==> src/rtl/sec_pkg.sv <==
package sec_pkg;

  typedef enum logic [2:0] {
    C_WEN, C_STAT, C_XFER, C_RDBUF, C_WRBUF, C_WDIS
  } cmd_e;

  typedef enum logic [2:0] {
    S_IDLE, S_LOAD, S_SHIFT, S_OUT, S_END
  } st_e;

  localparam logic [1:0] E_NONE    = 2'd0;
  localparam logic [1:0] E_TIMEOUT = 2'd1;
  localparam logic [1:0] E_INTEG   = 2'd2;

  function automatic logic [7:0] op_of(input cmd_e c, input logic b);
    logic [7:0] o;
    case (c)
      C_WEN:   o = 8'h06;
      C_STAT:  o = 8'h84;
      C_XFER:  o = b ? 8'h5D : 8'h5C;
      C_RDBUF: o = b ? 8'h73 : 8'h71;
      C_WRBUF: o = b ? 8'h98 : 8'hF6;
      default: o = 8'h04;
    endcase
    return o;
  endfunction

endpackage

==> src/rtl/sec_spi_shift.sv <==
module sec_spi_shift (
  input  logic       clk,
  input  logic       rst_n,
  input  logic       start,
  input  logic [7:0] tx,
  input  logic       miso,
  output logic       sck,
  output logic       mosi,
  output logic       busy,
  output logic       done,
  output logic [7:0] rx
);

  logic [7:0] sh_q, sh_d, rx_q, rx_d;
  logic [2:0] cnt_q, cnt_d;
  logic       sck_q, sck_d, busy_q, busy_d, done_q, done_d;

  always_comb begin
    sh_d   = sh_q;
    rx_d   = rx_q;
    cnt_d  = cnt_q;
    sck_d  = sck_q;
    busy_d = busy_q;
    done_d = 1'b0;
    if (start) begin
      sh_d   = tx;
      cnt_d  = 3'd0;
      sck_d  = 1'b0;
      busy_d = 1'b1;
    end else if (busy_q) begin
      if (!sck_q) begin
        sck_d = 1'b1;
        rx_d  = {rx_q[6:0], miso};
      end else begin
        sck_d = 1'b0;
        sh_d  = {sh_q[6:0], 1'b0};
        cnt_d = cnt_q + 3'd1;
        if (cnt_q == 3'd7) begin
          busy_d = 1'b0;
          done_d = 1'b1;
        end
      end
    end
  end

  always_ff @(posedge clk or negedge rst_n) begin
    if (!rst_n) begin
      sh_q   <= '0;
      rx_q   <= '0;
      cnt_q  <= '0;
      sck_q  <= 1'b0;
      busy_q <= 1'b0;
      done_q <= 1'b0;
    end else begin
      sh_q   <= sh_d;
      rx_q   <= rx_d;
      cnt_q  <= cnt_d;
      sck_q  <= sck_d;
      busy_q <= busy_d;
      done_q <= done_d;
    end
  end

  assign sck  = sck_q;
  assign mosi = sh_q[7];
  assign busy = busy_q;
  assign done = done_q;
  assign rx   = rx_q;


  sck_high_one_chk: assert property (@(posedge clk) disable iff (!rst_n)
    sck_q |=> !sck_q);


  no_restart_chk: assert property (@(posedge clk) disable iff (!rst_n)
    start |-> !busy_q);


  mosi_hold_chk: assert property (@(posedge clk) disable iff (!rst_n)
    (busy_q && !sck_q && !start) |=> $stable(mosi));

endmodule

==> src/rtl/sec_poll_track.sv <==
module sec_poll_track #(
  parameter int CW = 8
) (
  input  logic          clk,
  input  logic          rst_n,
  input  logic          clr,
  input  logic          bump,
  input  logic [CW-1:0] limit,
  output logic          expire
);

  logic [CW-1:0] cnt_q, cnt_d;
  logic [CW:0]   eff;

  assign eff    = (limit == '0) ? (CW+1)'(1) : {1'b0, limit};
  assign expire = ({1'b0, cnt_q} + (CW+1)'(1)) >= eff;

  always_comb begin
    cnt_d = cnt_q;
    if (clr)       cnt_d = '0;
    else if (bump) cnt_d = cnt_q + CW'(1);
  end

  always_ff @(posedge clk or negedge rst_n) begin
    if (!rst_n) cnt_q <= '0;
    else        cnt_q <= cnt_d;
  end


  poll_overrun_chk: assert property (@(posedge clk) disable iff (!rst_n)
    bump |-> !expire);

endmodule

==> src/rtl/sec_seq.sv <==
module sec_seq
  import sec_pkg::*;
#(
  parameter int SECTOR_BYTES = 522,
  parameter int SEC_W        = 16,
  parameter int POLL_W       = 8
) (
  input  logic              clk,
  input  logic              rst_n,
  input  logic              req_valid,
  output logic              req_ready,
  input  logic              req_write,
  input  logic              req_buf,
  input  logic [SEC_W-1:0]  req_sector,
  input  logic              cfg_wr_disable,
  input  logic [POLL_W-1:0] poll_limit,
  input  logic [7:0]        wr_data,
  input  logic              wr_valid,
  output logic              wr_ready,
  output logic [7:0]        rd_data,
  output logic              rd_valid,
  input  logic              rd_ready,
  output logic              done,
  output logic              err,
  output logic [1:0]        err_code,
  output logic              spi_csn,
  output logic              spi_sck,
  output logic              spi_mosi,
  input  logic              spi_miso
);

  localparam int BI_W      = $clog2(SECTOR_BYTES + 3) + 1;
  localparam int LAST_DATA = SECTOR_BYTES + 2;

  // reset: asynchronous assert, synchronous release
  logic [1:0] rs_q;
  logic       rst_i;
  always_ff @(posedge clk or negedge rst_n) begin
    if (!rst_n) rs_q <= 2'b00;
    else        rs_q <= {rs_q[0], 1'b1};
  end
  assign rst_i = rs_q[1];

  st_e             st_q, st_d;
  cmd_e            cmd_q, cmd_d;
  logic [BI_W-1:0] bidx_q, bidx_d, last_idx;
  logic [2:0]      busyb_q, busyb_d;
  logic [1:0]      di_q, di_d;
  logic            post_q, post_d, wr_q, wr_d, buf_q, buf_d, wdis_q, wdis_d;
  logic [15:0]     sec_q, sec_d;
  logic            done_q, done_d, err_q, err_d;
  logic [1:0]      code_q, code_d;
  logic            rdv_q, rdv_d;
  logic [7:0]      rdd_q, rdd_d;

  logic            sh_start, sh_busy, sh_done, wr_take;
  logic [7:0]      sh_tx, sh_rx;
  logic            poll_clr, poll_bump, poll_expire;
  logic            payload;

  sec_spi_shift u_shift (
    .clk   (clk),
    .rst_n (rst_i),
    .start (sh_start),
    .tx    (sh_tx),
    .miso  (spi_miso),
    .sck   (spi_sck),
    .mosi  (spi_mosi),
    .busy  (sh_busy),
    .done  (sh_done),
    .rx    (sh_rx)
  );

  sec_poll_track #(.CW(POLL_W)) u_poll (
    .clk    (clk),
    .rst_n  (rst_i),
    .clr    (poll_clr),
    .bump   (poll_bump),
    .limit  (poll_limit),
    .expire (poll_expire)
  );

  assign payload = (bidx_q >= BI_W'(3));

  always_comb begin
    case (cmd_q)
      C_WEN, C_WDIS:   last_idx = '0;
      C_STAT, C_XFER:  last_idx = BI_W'(2);
      default:         last_idx = BI_W'(LAST_DATA);
    endcase
  end

  // byte placed on the wire for the current frame position
  always_comb begin
    sh_tx = 8'h00;
    if (bidx_q == '0) begin
      sh_tx = op_of(cmd_q, buf_q);
    end else if (cmd_q == C_XFER || cmd_q == C_WRBUF) begin
      if (bidx_q == BI_W'(1))      sh_tx = sec_q[15:8];
      else if (bidx_q == BI_W'(2)) sh_tx = sec_q[7:0];
      else                         sh_tx = wr_data;
    end
  end

  always_comb begin
    st_d      = st_q;
    cmd_d     = cmd_q;
    bidx_d    = bidx_q;
    busyb_d   = busyb_q;
    di_d      = di_q;
    post_d    = post_q;
    wr_d      = wr_q;
    buf_d     = buf_q;
    wdis_d    = wdis_q;
    sec_d     = sec_q;
    done_d    = 1'b0;
    err_d     = 1'b0;
    code_d    = E_NONE;
    rdv_d     = rdv_q;
    rdd_d     = rdd_q;
    sh_start  = 1'b0;
    wr_take   = 1'b0;
    poll_clr  = 1'b0;
    poll_bump = 1'b0;

    case (st_q)
      S_IDLE: begin
        if (req_valid) begin
          wr_d     = req_write;
          buf_d    = req_buf;
          wdis_d   = cfg_wr_disable;
          sec_d    = 16'(req_sector);
          post_d   = 1'b0;
          cmd_d    = req_write ? C_WEN : C_STAT;
          bidx_d   = '0;
          poll_clr = 1'b1;
          st_d     = S_LOAD;
        end
      end

      S_LOAD: begin
        if (cmd_q == C_WRBUF && payload) begin
          if (wr_valid) begin
            wr_take  = 1'b1;
            sh_start = 1'b1;
            st_d     = S_SHIFT;
          end
        end else begin
          sh_start = 1'b1;
          st_d     = S_SHIFT;
        end
      end

      S_SHIFT: begin
        if (sh_done) begin
          if (cmd_q == C_STAT && bidx_q == BI_W'(1)) busyb_d = sh_rx[7:5];
          if (cmd_q == C_STAT && bidx_q == BI_W'(2)) di_d    = sh_rx[1:0];
          if (cmd_q == C_RDBUF && payload) begin
            rdv_d = 1'b1;
            rdd_d = sh_rx;
            st_d  = S_OUT;
          end else if (bidx_q == last_idx) begin
            st_d = S_END;
          end else begin
            bidx_d = bidx_q + BI_W'(1);
            st_d   = S_LOAD;
          end
        end
      end

      S_OUT: begin
        if (rd_ready) begin
          rdv_d = 1'b0;
          if (bidx_q == last_idx) begin
            st_d = S_END;
          end else begin
            bidx_d = bidx_q + BI_W'(1);
            st_d   = S_LOAD;
          end
        end
      end

      default: begin  // S_END: chip select high for this cycle
        bidx_d = '0;
        st_d   = S_LOAD;
        case (cmd_q)
          C_WEN: begin
            cmd_d    = C_STAT;
            poll_clr = 1'b1;
          end
          C_STAT: begin
            if (|busyb_q) begin
              if (poll_expire) begin
                st_d   = S_IDLE;
                done_d = 1'b1;
                err_d  = 1'b1;
                code_d = E_TIMEOUT;
              end else begin
                poll_bump = 1'b1;
              end
            end else if (post_q) begin
              if (|di_q) begin
                st_d   = S_IDLE;
                done_d = 1'b1;
                err_d  = 1'b1;
                code_d = E_INTEG;
              end else begin
                cmd_d = C_RDBUF;
              end
            end else begin
              cmd_d = wr_q ? C_WRBUF : C_XFER;
            end
          end
          C_XFER: begin
            cmd_d    = C_STAT;
            post_d   = 1'b1;
            poll_clr = 1'b1;
          end
          C_WRBUF: begin
            if (wdis_q) begin
              cmd_d = C_WDIS;
            end else begin
              st_d   = S_IDLE;
              done_d = 1'b1;
            end
          end
          default: begin
            st_d   = S_IDLE;
            done_d = 1'b1;
          end
        endcase
      end
    endcase
  end

  always_ff @(posedge clk or negedge rst_i) begin
    if (!rst_i) begin
      st_q    <= S_IDLE;
      cmd_q   <= C_STAT;
      bidx_q  <= '0;
      busyb_q <= '0;
      di_q    <= '0;
      post_q  <= 1'b0;
      wr_q    <= 1'b0;
      buf_q   <= 1'b0;
      wdis_q  <= 1'b0;
      sec_q   <= '0;
      done_q  <= 1'b0;
      err_q   <= 1'b0;
      code_q  <= E_NONE;
      rdv_q   <= 1'b0;
      rdd_q   <= '0;
    end else begin
      st_q    <= st_d;
      cmd_q   <= cmd_d;
      bidx_q  <= bidx_d;
      busyb_q <= busyb_d;
      di_q    <= di_d;
      post_q  <= post_d;
      wr_q    <= wr_d;
      buf_q   <= buf_d;
      wdis_q  <= wdis_d;
      sec_q   <= sec_d;
      done_q  <= done_d;
      err_q   <= err_d;
      code_q  <= code_d;
      rdv_q   <= rdv_d;
      rdd_q   <= rdd_d;
    end
  end

  assign req_ready = (st_q == S_IDLE);
  assign spi_csn   = !(st_q == S_LOAD || st_q == S_SHIFT || st_q == S_OUT);
  assign wr_ready  = wr_take;
  assign rd_valid  = rdv_q;
  assign rd_data   = rdd_q;
  assign done      = done_q;
  assign err       = err_q;
  assign err_code  = code_q;


  sck_cs_chk: assert property (@(posedge clk) disable iff (!rst_i)
    spi_csn |-> !spi_sck);


  done_pulse_chk: assert property (@(posedge clk) disable iff (!rst_i)
    done |=> !done);


  err_with_done_chk: assert property (@(posedge clk) disable iff (!rst_i)
    (err || err_code != 2'd0) |-> done);


  rd_hold_chk: assert property (@(posedge clk) disable iff (!rst_i)
    (rd_valid && !rd_ready) |=> (rd_valid && $stable(rd_data)));


  rd_sck_quiet_chk: assert property (@(posedge clk) disable iff (!rst_i)
    rd_valid |-> !spi_sck);


  req_busy_chk: assert property (@(posedge clk) disable iff (!rst_i)
    (req_valid && req_ready) |=> !req_ready);


  wr_take_chk: assert property (@(posedge clk) disable iff (!rst_i)
    wr_ready |-> (wr_valid && !spi_csn && !sh_busy));

endmodule

==> config.mk <==
export PLATFORM = sky130hd
export DESIGN_NAME = sec_seq
export DESIGN_NICKNAME = d
export VERILOG_FILES = /design/src/rtl/sec_pkg.sv /design/src/rtl/sec_spi_shift.sv /design/src/rtl/sec_poll_track.sv /design/src/rtl/sec_seq.sv
export SDC_FILE = /design/constraint.sdc
export NUM_CORES = 1
export LEC_CHECK = 0
export ABC_AREA = 1
export CAP_MARGIN = 15
export CORE_UTILIZATION = 51
export CTS_CLUSTER_SIZE = 28
export DETAILED_ROUTE_END_ITERATION = 10
export DONT_BUFFER_PORTS = 1
export PLACE_DENSITY = 0.75
export SKIP_LAST_GASP = 1
export SLEW_MARGIN = 20
export SYNTH_ARGS = -nofsm -noshare
export SYNTH_HDL_FRONTEND = slang
export SYNTH_SLANG_ARGS = --single-unit
==> constraint.sdc <==
create_clock -name clk -period 3.1 [get_ports clk]
set_clock_uncertainty 0.1 [all_clocks]
set_input_delay 0.775 -clock clk [delete_from_list [all_inputs] [get_ports clk]]
set_output_delay 0.775 -clock clk [all_outputs]
set_load 0.02 [all_outputs]
==> impl_results.md <==
- Status: finished clean
- CTS tree: built
- CP arrival: just under 2000 ps
- Peak VDD IR: approximately 0.4 mV
- Detailed Routing Iterations Pass 1: 5
- Post-synthesis mux area share: 0%
- Final WS setup: 279 ps
- Core area: 9150 sq um
- Largest family of logic cells by synthesized area: simple AND/OR/NAND/NOR gates
- Die height: 99.0 um
- GRT Util Overall: between 20% and 30%
- Antenna-violating nets left: 0
- Max-slew violation count: 0
- Top cells by area, synth: dfrtp_1 (45%), nand2_1 (17%), nor2_1 (5.2%)
- R2r setup slk: 460 ps
- Overall via count from detail_route: 3,979
- Die area: 9790 sq um
- Post-synthesis cell type count: 40
- Top_reg_cell synth: dfrtp_1
- Mapped Area: 4790 sq um
- Data required time of the critical path: 2220 ps
- Wirelength per Cell: 13.5 um
- First-pass GRT wire length: 17.1 mm
- Vias in the first global route: ~3,800
- Headroom to the max-slew limit: 57.9%
- RSZ-0062 raised after global routing: false
- Sequential share of the synthesized area: 45.4%
- Syn Area/Cell: around 7.6 sq um
- Post-CTS sizing: 0
- Starting Density: a little over half
- Post-synth EDFFs: 0
- Syn Inst Count: 627
- Clock root buffer: clkbuf_8
- Sink Count: 87
- Initial DRC count: 247
- Synth area leader: dfrtp_1
- Routed WL: 10.0 mm
- Final worst path period share: around 90%
- Largest net degree at the start of global routing: 86
- Synth Area in XOR/XNOR: 3.08%
- Crit path kind: register to output pin
- Ports: 59
- Synthesis-to-finish area growth: 6.92%
- Initial antenna violation count: 0
- Dpl cells: 728
- Ys Warns: 0
- CTS Buffer Depth: 2
- Global placement routability congestion: roughly 0.89
- Hold crit path type: register to async pin
- Post-synthesis simple-gate area fraction: 30.9%
- Commonest non-fill, non-tap cells in the layout: nand2_1 (215), dfrtp_1 (85), nor2_1 (67)
- Via/cell ratio: about 5.3
- Fmax: roughly 350 MHz
- Row Count: 35
- Final Hold Vio Count: 0
- Worst Setup Start Kind: register
- Setup violators final: 0
- Post-Place Setup Slack: 349 ps
- Htree depth: 3
- Setup TNS: 0 ps
- Top cell type's share of synthesized area: 44.9%
- Slew @ Worst Pin: ~630 ps
- DRC Markers: 0
- Share of cells above drive strength 1: 9.29%
- Die X: 99.0 um
- Max cap viols: 0
- Clock slew at the register clock pins of the worst setup and hold paths: approximately 100 ps
- Compound-gate portion of the synthesized area: between 9 and 10%
- Flip-flop and latch area: 2180 sq um
- Most common cell after layout, fill and taps aside: nand2_1
- Asr flop ratio synth: 100%
- CTS buffer count: 9
- Mapped Nets: 683
- Multi-input gate area: 2300 sq um
- Power density over cell area: 861 nW/um^2
- Final worst path period need: 2820 ps
- HPWL Detailed: 7.49 mm
- Ant. Diodes: 0
- Worst Setup End Kind: output pin
- Layout net count: 686
- Leak: approximately 2.6 nW
- Fin cells: between 700 and 800
- CP max FO: 9
- # port buffers: 0
- GRT overflow: 0
- Clock latency at the later pin of the worst-skew pair: around 360 ps
- Adder-cell share of the synthesized area: about 3.9%
- Synth Register Bits: 87
- FILL cells: 848
per-stage QoR:
stage	total power [W]	instance area (sq um)	utilization [%]	hold WS [ps]
after global placement	0.00352	4880	53.3	238
after CTS	0.00443	5100	55.7	267
after floorplan	0.00325	4790	-	231
after detailed placement	0.00358	4880	53.3	240
after global routing	0.00476	5130	56.0	278
final	0.00441	5130	56.0	223
repair_timing:
action,4_1_cts,5_1_grt
hold endpoints to repair,2,0
hold buffers,1,0
buffers inserted,0,0
setup endpoints to repair,0,0
worst max-delay path, stage by stage, from the launching register on:
cell,delay (ps)
dfrtp_1,520
ha_1,290
inv_2,60
nand2_1,60
nor2_1,40
nand2_1,130
nand2_2,100
nor2_1,390
state kept, by name, indices dropped and copies added, names as in the netlist:
signal	count
u_poll.cnt_q	8
cmd_q	3
rd_valid	1
rd_data	8
rs_q	2
di_q	2
post_q	1
u_shift.sh_q	8
done	1
u_shift.sck	1
u_shift.busy	1
buf_q	1
wr_q	1
sec_q	16
bidx_q	11
u_shift.done	1
st_q	3
busyb_q	3
u_shift.cnt_q	3
err	1
wdis_q	1
err_code	2
u_shift.rx	8
cells in the mapped netlist (5+ instances only):
| cell type | count |
|---|---|
| nand2_1 | 215 |
| dfrtp_1 | 86 |
| nor2_1 | 67 |
| inv_1 | 58 |
| nand3_1 | 40 |
| o21ai_0 | 20 |
| o21ai_1 | 18 |
| ha_1 | 15 |
| a21oi_1 | 14 |
| xor2_1 | 12 |
| nor3_1 | 11 |
| o21ai_2 | 9 |
| inv_2 | 7 |
| nand2_2 | 5 |
power by group:
| group | internal [W] | switching [W] | total [W] |
|---|---|---|---|
| Sequential | 0.00148 | 0.000336 | 0.00181 |
| Combinational | 0.000546 | 0.00122 | 0.00176 |
| Clock | 0.000390 | 0.000448 | 0.000837 |
final timing paths:
| path | startpoint | to | cells after the start |
|---|---|---|---|
| min reg2reg | rs_q[1] | u_shift.rx[3] | 0 |
| min | rs_q[1] | u_shift.rx[3] | 0 |
| max in group asynchronous | rs_q[1] | cmd_q[0] | 1 |
| min in group clk | rs_q[0] | rs_q[1] | 0 |
| max | bidx_q[0] | wr_ready | 7 |
| max reg2reg | u_poll.cnt_q[0] | u_poll.cnt_q[4] | 14 |
area by class of cell:
type	instances	area share, %
flip-flops and latches	87	42.6
repair buffers	3	0.879
multi-input cells	462	44.8
clock inverters	7	1.64
inverters	67	5.00
well taps	111	2.71
clock buffers	9	2.42
logic make-up (layout without fill, tap and decap cells):
kind of cell	count (synthesis)	count (layout)
buffers and inverters	78	86
AOI/OAI and AO/OA	76	76
and+or+nand+nor	354	354
xor gates and xnor gates	16	16
DFF	87	87
adders and majority gates	15	15
other	1	1
layer usage:
| metal | vias to the layer above | global-route usage (%) | share of wire [%] |
|---|---|---|---|
| met4 | 0 | 7.58 | 1.7 |
| met5 | - | 0 | 0 |
| li1 | 2004 | - | - |
| met2 | 109 | 35.1 | 46 |
| met1 | 1849 | 29.9 | 47 |
| met3 | 17 | 3.97 | 5.2 |
Note: power is estimated with default switching activity, not from simulation.
